### src/rtl/clamp_sel_pkg.sv
package clamp_sel_pkg;
  localparam int NPH   = 3;
  localparam int INT_W = 3;
  typedef logic [NPH-1:0] ph_oh_t;
endpackage

### src/rtl/csel_prep.sv
module csel_prep #(
  parameter int FRAC_W = 8,
  parameter int CUR_W  = 12,
  localparam int CTRL_W = clamp_sel_pkg::INT_W + FRAC_W,
  localparam int E_W    = FRAC_W + 1
) (
  input  logic [CTRL_W-1:0]       ctrl_i,
  input  logic signed [CUR_W-1:0] cur_i,
  output logic [CTRL_W-1:0]       ctrl_lim_o,
  output logic [E_W-1:0]          err_o,
  output logic [CUR_W-1:0]        mag_o
);
  localparam logic [CTRL_W-1:0] FULL = CTRL_W'(4) << FRAC_W;

  logic [clamp_sel_pkg::INT_W-1:0] int_part;
  logic [clamp_sel_pkg::INT_W-1:0] lvl;
  logic [CTRL_W-1:0]               base;

  always_comb begin
    ctrl_lim_o = (ctrl_i > FULL) ? FULL : ctrl_i;
    int_part   = ctrl_lim_o[CTRL_W-1:FRAC_W];
    lvl        = (int_part >= clamp_sel_pkg::INT_W'(4)) ? clamp_sel_pkg::INT_W'(3) : int_part;
    base       = {lvl, {FRAC_W{1'b0}}};
    err_o      = E_W'(ctrl_lim_o - base);
    // magnitude as unsigned so the most negative code still fits
    mag_o      = cur_i[CUR_W-1] ? (~cur_i + CUR_W'(1)) : cur_i;
  end
endmodule

### src/rtl/csel_rank3.sv
module csel_rank3 #(
  parameter int W = 8
) (
  input  logic [2:0][W-1:0] val_i,
  output logic [2:0]        max_o,
  output logic [2:0]        med_o,
  output logic [2:0]        min_o
);
  logic [2:0][2:0] above;  // above[x][y]: x ranks over y

  always_comb begin
    for (int x = 0; x < 3; x++) begin
      for (int y = 0; y < 3; y++) begin
        if (x == y)     above[x][y] = 1'b0;
        else if (x < y) above[x][y] = (val_i[x] >= val_i[y]);
        else            above[x][y] = (val_i[x] >  val_i[y]);
      end
    end
    for (int x = 0; x < 3; x++) begin
      max_o[x] = 1'b1;
      min_o[x] = 1'b1;
      for (int y = 0; y < 3; y++) begin
        if (y != x) begin
          max_o[x] = max_o[x] & above[x][y];
          min_o[x] = min_o[x] & above[y][x];
        end
      end
    end
    med_o = ~(max_o | min_o);
  end
endmodule

### src/rtl/csel_offset.sv
module csel_offset #(
  parameter int FRAC_W = 8,
  localparam int E_W   = FRAC_W + 1,
  localparam int OFF_W = FRAC_W + 2
) (
  input  logic [2:0][E_W-1:0]     err_i,
  input  logic [2:0]              cur_max_i,
  input  logic [2:0]              cur_med_i,
  input  logic [2:0]              err_max_i,
  input  logic [2:0]              err_med_i,
  input  logic [2:0]              err_min_i,
  output logic signed [OFF_W-1:0] off_o,
  output logic [2:0]              lead_o
);
  localparam logic signed [OFF_W-1:0] ONE = OFF_W'(1) << FRAC_W;

  logic [E_W-1:0]          lead_err;
  logic                    use_min;
  logic signed [OFF_W-1:0] err_s;

  always_comb begin
    lead_o   = (|(cur_max_i & err_med_i)) ? cur_med_i : cur_max_i;
    lead_err = '0;
    for (int x = 0; x < 3; x++) begin
      if (lead_o[x]) lead_err = lead_err | err_i[x];
    end
    use_min = |(lead_o & err_min_i);
    err_s   = $signed({1'b0, lead_err});
    off_o   = use_min ? -err_s : (ONE - err_s);
  end

  logic unused_ok;
  assign unused_ok = ^err_max_i;
endmodule

### src/rtl/clamp_offset_sel.sv
module clamp_offset_sel #(
  parameter int FRAC_W = 8,
  parameter int CUR_W  = 12,
  localparam int CTRL_W = clamp_sel_pkg::INT_W + FRAC_W
) (
  input  logic                    clk_i,
  input  logic                    rst_ni,
  input  logic                    sample_i,
  input  logic [CTRL_W-1:0]       ctrl_a_i,
  input  logic [CTRL_W-1:0]       ctrl_b_i,
  input  logic [CTRL_W-1:0]       ctrl_c_i,
  input  logic signed [CUR_W-1:0] cur_a_i,
  input  logic signed [CUR_W-1:0] cur_b_i,
  input  logic signed [CUR_W-1:0] cur_c_i,
  output logic                    valid_o,
  output logic [CTRL_W-1:0]       shift_a_o,
  output logic [CTRL_W-1:0]       shift_b_o,
  output logic [CTRL_W-1:0]       shift_c_o,
  output logic [2:0]              clamp_o
);
  import clamp_sel_pkg::*;

  localparam int E_W   = FRAC_W + 1;
  localparam int OFF_W = FRAC_W + 2;
  localparam int SUM_W = CTRL_W + 2;
  localparam logic signed [SUM_W-1:0] FULL_S = SUM_W'(4) << FRAC_W;

  logic [NPH-1:0][CTRL_W-1:0]       ctrl_in;
  logic [NPH-1:0][CUR_W-1:0]        cur_in;
  logic [NPH-1:0][CTRL_W-1:0]       lim_d, lim_q;
  logic [NPH-1:0][E_W-1:0]          err_d, err_q;
  logic [NPH-1:0][CUR_W-1:0]        mag_d, mag_q;
  logic                             s1_vld;

  assign ctrl_in = {ctrl_c_i, ctrl_b_i, ctrl_a_i};
  assign cur_in  = {cur_c_i, cur_b_i, cur_a_i};

  // stage 1: level, fraction, magnitude per phase
  for (genvar g = 0; g < NPH; g++) begin : g_ph
    csel_prep #(.FRAC_W(FRAC_W), .CUR_W(CUR_W)) u_prep (
      .ctrl_i     (ctrl_in[g]),
      .cur_i      ($signed(cur_in[g])),
      .ctrl_lim_o (lim_d[g]),
      .err_o      (err_d[g]),
      .mag_o      (mag_d[g])
    );
  end

  always_ff @(posedge clk_i or negedge rst_ni) begin
    if (!rst_ni) begin
      lim_q  <= '0;
      err_q  <= '0;
      mag_q  <= '0;
      s1_vld <= 1'b0;
    end else begin
      s1_vld <= sample_i;
      if (sample_i) begin
        lim_q <= lim_d;
        err_q <= err_d;
        mag_q <= mag_d;
      end
    end
  end

  // stage 2: rank, select offset, shift and limit
  ph_oh_t cur_max, cur_med, cur_min;
  ph_oh_t err_max, err_med, err_min;
  ph_oh_t lead;
  logic signed [OFF_W-1:0] off;

  csel_rank3 #(.W(CUR_W)) u_rank_cur (
    .val_i (mag_q),
    .max_o (cur_max),
    .med_o (cur_med),
    .min_o (cur_min)
  );

  csel_rank3 #(.W(E_W)) u_rank_err (
    .val_i (err_q),
    .max_o (err_max),
    .med_o (err_med),
    .min_o (err_min)
  );

  csel_offset #(.FRAC_W(FRAC_W)) u_off (
    .err_i     (err_q),
    .cur_max_i (cur_max),
    .cur_med_i (cur_med),
    .err_max_i (err_max),
    .err_med_i (err_med),
    .err_min_i (err_min),
    .off_o     (off),
    .lead_o    (lead)
  );

  logic [NPH-1:0][CTRL_W-1:0] shift_d, shift_q;
  logic signed [SUM_W-1:0]    sum [NPH];

  always_comb begin
    for (int x = 0; x < NPH; x++) begin
      sum[x] = $signed({2'b00, lim_q[x]}) + SUM_W'(off);
      if (sum[x] < 0)           shift_d[x] = '0;
      else if (sum[x] > FULL_S) shift_d[x] = FULL_S[CTRL_W-1:0];
      else                      shift_d[x] = sum[x][CTRL_W-1:0];
    end
  end

  always_ff @(posedge clk_i or negedge rst_ni) begin
    if (!rst_ni) begin
      shift_q <= '0;
      clamp_o <= '0;
      valid_o <= 1'b0;
    end else begin
      valid_o <= s1_vld;
      if (s1_vld) begin
        shift_q <= shift_d;
        clamp_o <= lead;
      end
    end
  end

  assign shift_a_o = shift_q[0];
  assign shift_b_o = shift_q[1];
  assign shift_c_o = shift_q[2];

  logic unused_ok;
  assign unused_ok = ^cur_min;
endmodule

### config.mk
export PLATFORM = sky130hd
export DESIGN_NAME = clamp_offset_sel
export DESIGN_NICKNAME = d
export VERILOG_FILES = /design/src/rtl/clamp_sel_pkg.sv /design/src/rtl/csel_prep.sv /design/src/rtl/csel_rank3.sv /design/src/rtl/csel_offset.sv /design/src/rtl/clamp_offset_sel.sv
export SDC_FILE = /design/constraint.sdc
export NUM_CORES = 1
export LEC_CHECK = 0
export BUFFER_PORTS_ARGS = -buffer_cell sky130_fd_sc_hd__buf_4
export CORE_ASPECT_RATIO = 0.9
export CORE_UTILIZATION = 59
export CTS_CLUSTER_DIAMETER = 80
export DETAILED_ROUTE_END_ITERATION = 12
export PLACE_DENSITY_LB_ADDON = 0.25
export SLEW_MARGIN = 30
export SYNTH_ARGS = -nofsm -noshare
export SYNTH_HDL_FRONTEND = slang
export SYNTH_SLANG_ARGS = --single-unit
### constraint.sdc
create_clock -name clk_i -period 16.65 [get_ports clk_i]
set_input_delay 3.33 -clock clk_i [delete_from_list [all_inputs] [get_ports clk_i]]
set_output_delay 3.33 -clock clk_i [all_outputs]
set_load 0.1 [all_outputs]
-- Yosys cells after proc, flatten, opt, wreduce, memory -nomap -nowiden
Index checks and enable logic that the tools add are counted.
Widths: inputs -> output; s select.
- output and inout bits: 37
- input bits: 72
- bits in registers: 134
- bitwise logic cells: 23
- $lt $le $gt $ge: 24
- reduce and logical (&&, ||, !) cells: 2
- multiplexer cells: 20
- add/subtract/negate cells: 11
- operators with widths (cell ; count):
    $mux 11 ; 9
    $add 12x10->13 ; 3
    $gt 13x12->1 const B ; 3
    $lt 13x1->1 const B ; 3
    $add 12x2->12 const B ; 3
    $ge 12x12->1 ; 3
    $gt 12x12->1 ; 3
    $mux 12 ; 3
    $not 12->12 ; 3
    $gt 11x11->1 const B ; 3
    $ge 9x9->1 ; 3
    $gt 9x9->1 ; 3
    $mux 9 ; 3
    $sub 9x9->9 ; 3
    $or 9x9->9 ; 2
    $and 1x1->1 ; 12
    $mux 10 ; 1
    $neg 9->10 ; 1
    $sub 9x9->10 const A ; 1
    $ge 3x3->1 const B ; 3
    $and 3x3->3 ; 2
    $not 3->3 ; 2
    $or 3x3->3 ; 2
    $reduce_or 3->1 ; 2
    other kinds (2) ; 4

-- Logic depth before layout (Yosys ltp)
- word-level depth: 18
- mapped depth: 30
- mapped depth without buffers: 28

-- Cells and area by module
From an unflattened synthesis, not the netlist that was laid out.
- cell total of the unflattened synthesis: 1033
- area, all modules: 10251.1 um^2
- modules (own cells, without submodules) (module ; area each (um^2) ; instances ; cells each):
    clamp_offset_sel ; 6906.6 ; 1 ; 593
    csel_prep ; 399.1 ; 3 ; 56
    csel_rank3 (u_rank_cur) ; 988.4 ; 1 ; 126
    csel_rank3 (u_rank_err) ; 733.2 ; 1 ; 93
    csel_offset ; 425.4 ; 1 ; 53

-- Least setup slack after synthesis
Ideal clock, no wire load.
- path kind: flip-flop to flip-flop
- start point: register, netlist name lim_q[23]
- end point: register shift_q (netlist bit shift_b_o[0])
- arrival time: 6.378 ns
- path slack: 10.149 ns
- cell stages (with the launch flop): 27
- path buffers: 0
- library setup time: 0.123 ns
- data required time: 16.527 ns
- clock period less this slack: 6.501 ns
- cell sequence: dfrtp_1 inv_1 ha_1 nor2b_1 o21bai_1 a31oi_1 or4_4 a2111oi_4 a21oi_1 mux2_4 a22oi_1 a21boi_0 ha_1 nand3_1 a211oi_1 nor2_1 a31oi_1 ha_1 or2_2 a21boi_0 a21o_1 a21oi_1 nor4_1 a2bb2oi_1 o21ai_0 or4_1 a32o_1
- RTL lines (what ; line ; source):
    end signal, assigned ; clamp_offset_sel.sv:116 ; shift_q <= shift_d;
    end, declared ; clamp_offset_sel.sv:96 ; logic [NPH-1:0][CTRL_W-1:0] shift_d, shift_q;

-- Final worst setup path
- start point: register lim_q[17] (netlist name)
- end point: register shift_q (netlist bit shift_b_o[6])
- word-level cells in the longest chain between the ends: 4
- elaborated cells between the ends (all ways): 5
- ends and longest elaborated chain (what ; line ; source):
    start, declared ; clamp_offset_sel.sv:30 ; logic [NPH-1:0][CTRL_W-1:0] lim_d, lim_q;
    start signal, assigned ; clamp_offset_sel.sv:58 ; lim_q <= lim_d;
    $add 12x10->13 (*) ; clamp_offset_sel.sv:101 ; sum[x] = $signed({2'b00, lim_q[x]}) + SUM_W'(off);
    $gt 13x12->1 ; clamp_offset_sel.sv:103 ; else if (sum[x] > FULL_S) shift_d[x] = FULL_S[CTRL_W-1:0];
    $mux 11 ; clamp_offset_sel.sv:103 ;
    $mux 11 (*) ; clamp_offset_sel.sv:102 ; if (sum[x] < 0) shift_d[x] = '0;
Mark *: on every way between the ends. The rest lies on a longest branch, timed or not.
A chain may end at the register's enable or synchronous reset.

==> metrics <==
status=finished, final reports clean; die area=~15000 sq um; maximum clock path buffer count=2; Synth Flop Type=dfrtp_1; Netlist cell types=83; Worst Setup Path Type=reg -> reg; Final Max Slew Viols=0; fin crit share=0.454; Worst path top cell family by delay=compound AO/OA/AOI/OAI gates; Worst EP arrival=between 7 and 8 ns; Hold Buf Count CTS=0; number of synthesized flops with an enable pin=0; Core Util, Final=0.697; TritonCTS clock tree=yes; commonest non-fill, non-tap cell in the layout=buf_4; pin count of the biggest net entering global routing=123; Max-cap violations=0; post-synthesis register bit count=between 100 and 150; Port Buffers=108; Detailed Route WL=22.9 mm; clock share of power=0.113; post-synth top area share=0.320; Core Footprint=between 10000 and 15000 sq um; I/O pin cnt=about 110; setup TNS=0 ns; first-pass GRT wire length=36.3 mm; Syn-to-layout area delta=14.3%; part of the power in registers=0.199; clock sinks=110; critical path's slowest cell=a222oi_1; vias=between 7000 and 8000; slowest cell delay on critical path=between 0.7 and 0.8 ns; vias per cell=slightly above 6; drt drc=0; initial core utilization=0.609; f_max=roughly 130 MHz; placed cell areas=approximately 9500 sq um; Internal=between 0.8 and 0.9 mW; # setup viols final=0; dpl hpwl=around 18 mm; crit path launch type=flop; layout cells sized above 1=0.144; power per cell area=between 150 and 200 nW/um^2; Final #Nets=about 1300; Post-synth ARST share=1.00; synthesized net count=around 1200; H-tree depth=3; crit end category=flop; Gate power share=0.688; Ys Warns=0; Avg Cell Area, Syn=8.68 sq um; Fin. Hold Viols=0; GRT Total Usage=0.317; Final Skew=around 0.0076 ns; crit-path max FO=16; Buf/Inv on CP=2; GRT Residual Overflow=0; commonest non-fill, non-tap cells in the layout=buf_4, dfrtp_1, ha_1; mapped cell area=~8600 sq um; Tightest Pin Transition=0.841 ns; vias in the first global route=approximately 6900; Row Count=between 40 and 50; switching share of total power=0.540; Max VDD drop=0.165 mV; Antenna Cells=0; Final Critical Period=about 7.6 ns; HP Class=reg -> reg; CTS buffer count=9; Routed Antenna Nets=0; initial antenna violation count=0; Design Area, Final=around 9800 sq um; DR pass1 iterations=6; die width=around 130 um; RSZ-0062 raised after global routing=false; Mapped Cells=991; Root Buffer=clkbuf_16; RD Place Congestion=between 0.9 and 1; clk_lat worst skew=approximately 0.36 ns; top cells by area, synth=dfrtp_1, ha_1, a21oi_1; post-synthesis sequential area ratio=0.320; Switch Pwr=0.983 mW; initial DRC count=about 710; Setup Fix Bufs, Post-CTS=0; DP Cell Count=between 1000 and 1500; Final Non-Filler Cells=around 1300; largest area contributor in the synthesized netlist=dfrtp_1; Die Y=between 100 and 150 um; DR WL/cell=17.9 um; critical path required time=roughly 17 ns; clk slew on worst S/H paths=0.07 ns; cells resized by post-CTS repair=0; P_leak=around 4.6 nW; Max-slew headroom=0.440
[cells in the mapped netlist, drive strengths merged, types with 5 or more instances]
cell / number
a22o: 9
xnor2: 19
a21o: 8
or3: 10
nand4: 13
o22ai: 6
a32o: 5
a211oi: 6
inv: 92
o41ai: 5
ha: 95
and2: 5
a21oi: 73
o2bb2ai: 16
or4: 6
a222oi: 5
nand3b: 20
nand3: 26
o31ai: 8
or2: 8
nor2: 73
mux2i: 9
dfrtp: 110
a22oi: 6
nor4: 9
clkbuf: 31
nor3: 13
o32ai: 10
o21ai: 71
nor2b: 16
a21boi: 6
xor2: 33
nand2: 88
o211ai: 5
o21a: 9
and3: 5
[kinds of logic after synthesis]
kind of cell	share of synthesized area
fa+ha+maj	0.145
buf+inv	0.0554
flops	0.320
simple gates	0.183
xor+xnor	0.0530
mux	0.0166
compound gates	0.227
[registers in the layout (all words and copies together) (netlist names)]
name	flops
shift_b_o	11
valid_o	1
clamp_o	3
err_q	3
lim_q	33
s1_vld	1
shift_c_o	11
shift_a_o	11
mag_q	36
[area by class of cell]
cell class              instances  area [sq um]
fillers                      1125          4280
clock inverters                 4          32.5
flip-flops and latches        110          2750
well taps                     193           241
inverters                      92           345
clock buffers                  12           236
multi-input cells             755          5380
repair buffers                112           845
[path summary, 6_finish.rpt]
path                                     startpoint  slack (ns)                        to  cells after the start
hold reg to reg            shift_b_o[1]$_DFFE_PN0P_        0.49  shift_b_o[1]$_DFFE_PN0P_                      1
hold / removal             shift_b_o[1]$_DFFE_PN0P_        0.49  shift_b_o[1]$_DFFE_PN0P_                      1
setup / recovery              lim_q[17]$_DFFE_PN0P_        9.08  shift_b_o[6]$_DFFE_PN0P_                     26
min in group asynchronous                    rst_ni        3.00      mag_q[7]$_DFFE_PN0P_                      1
setup reg to reg              lim_q[17]$_DFFE_PN0P_        9.08  shift_b_o[6]$_DFFE_PN0P_                     26
max in group asynchronous                    rst_ni       12.45     lim_q[30]$_DFFE_PN0P_                      2
[routing by layer]
layer,part of all wire,vias up,global-route usage
met5,0,-,0
met4,0.016,0,0.0878
met3,0.098,25,0.0783
met2,0.42,327,0.455
met1,0.47,3686,0.472
li1,-,3769,-
[power groups by stage]
stage                     registers [mW]  logic [mW]  clock network [mW]
after global placement             0.364        1.22                   0
after detailed placement           0.364        1.23                   0
final                              0.362        1.25               0.206
after global routing               0.367        1.36               0.217
after floorplan                    0.582       0.718                   0
after CTS                          0.361        1.24               0.210
[metrics by stage]
stage                     setup slack (ns)  hold WS (ns)  power [mW]
after floorplan                      10.15         0.352        1.30
after global placement                9.46         0.476        1.58
after detailed placement              9.24         0.475        1.59
after CTS                             9.22         0.494        1.81
after global routing                  8.54         0.510        1.94
final                                 9.08         0.490        1.82
[worst register-to-register path, delay by kind of cell, from the launching register on]
family	cells	cell delay [ns]
fa+ha+maj	2	0.63
simple gates	7	2.12
flops	1	0.44
buf+inv	2	0.31
compound gates	15	3.95
Note: power is estimated with default switching activity, not from simulation.
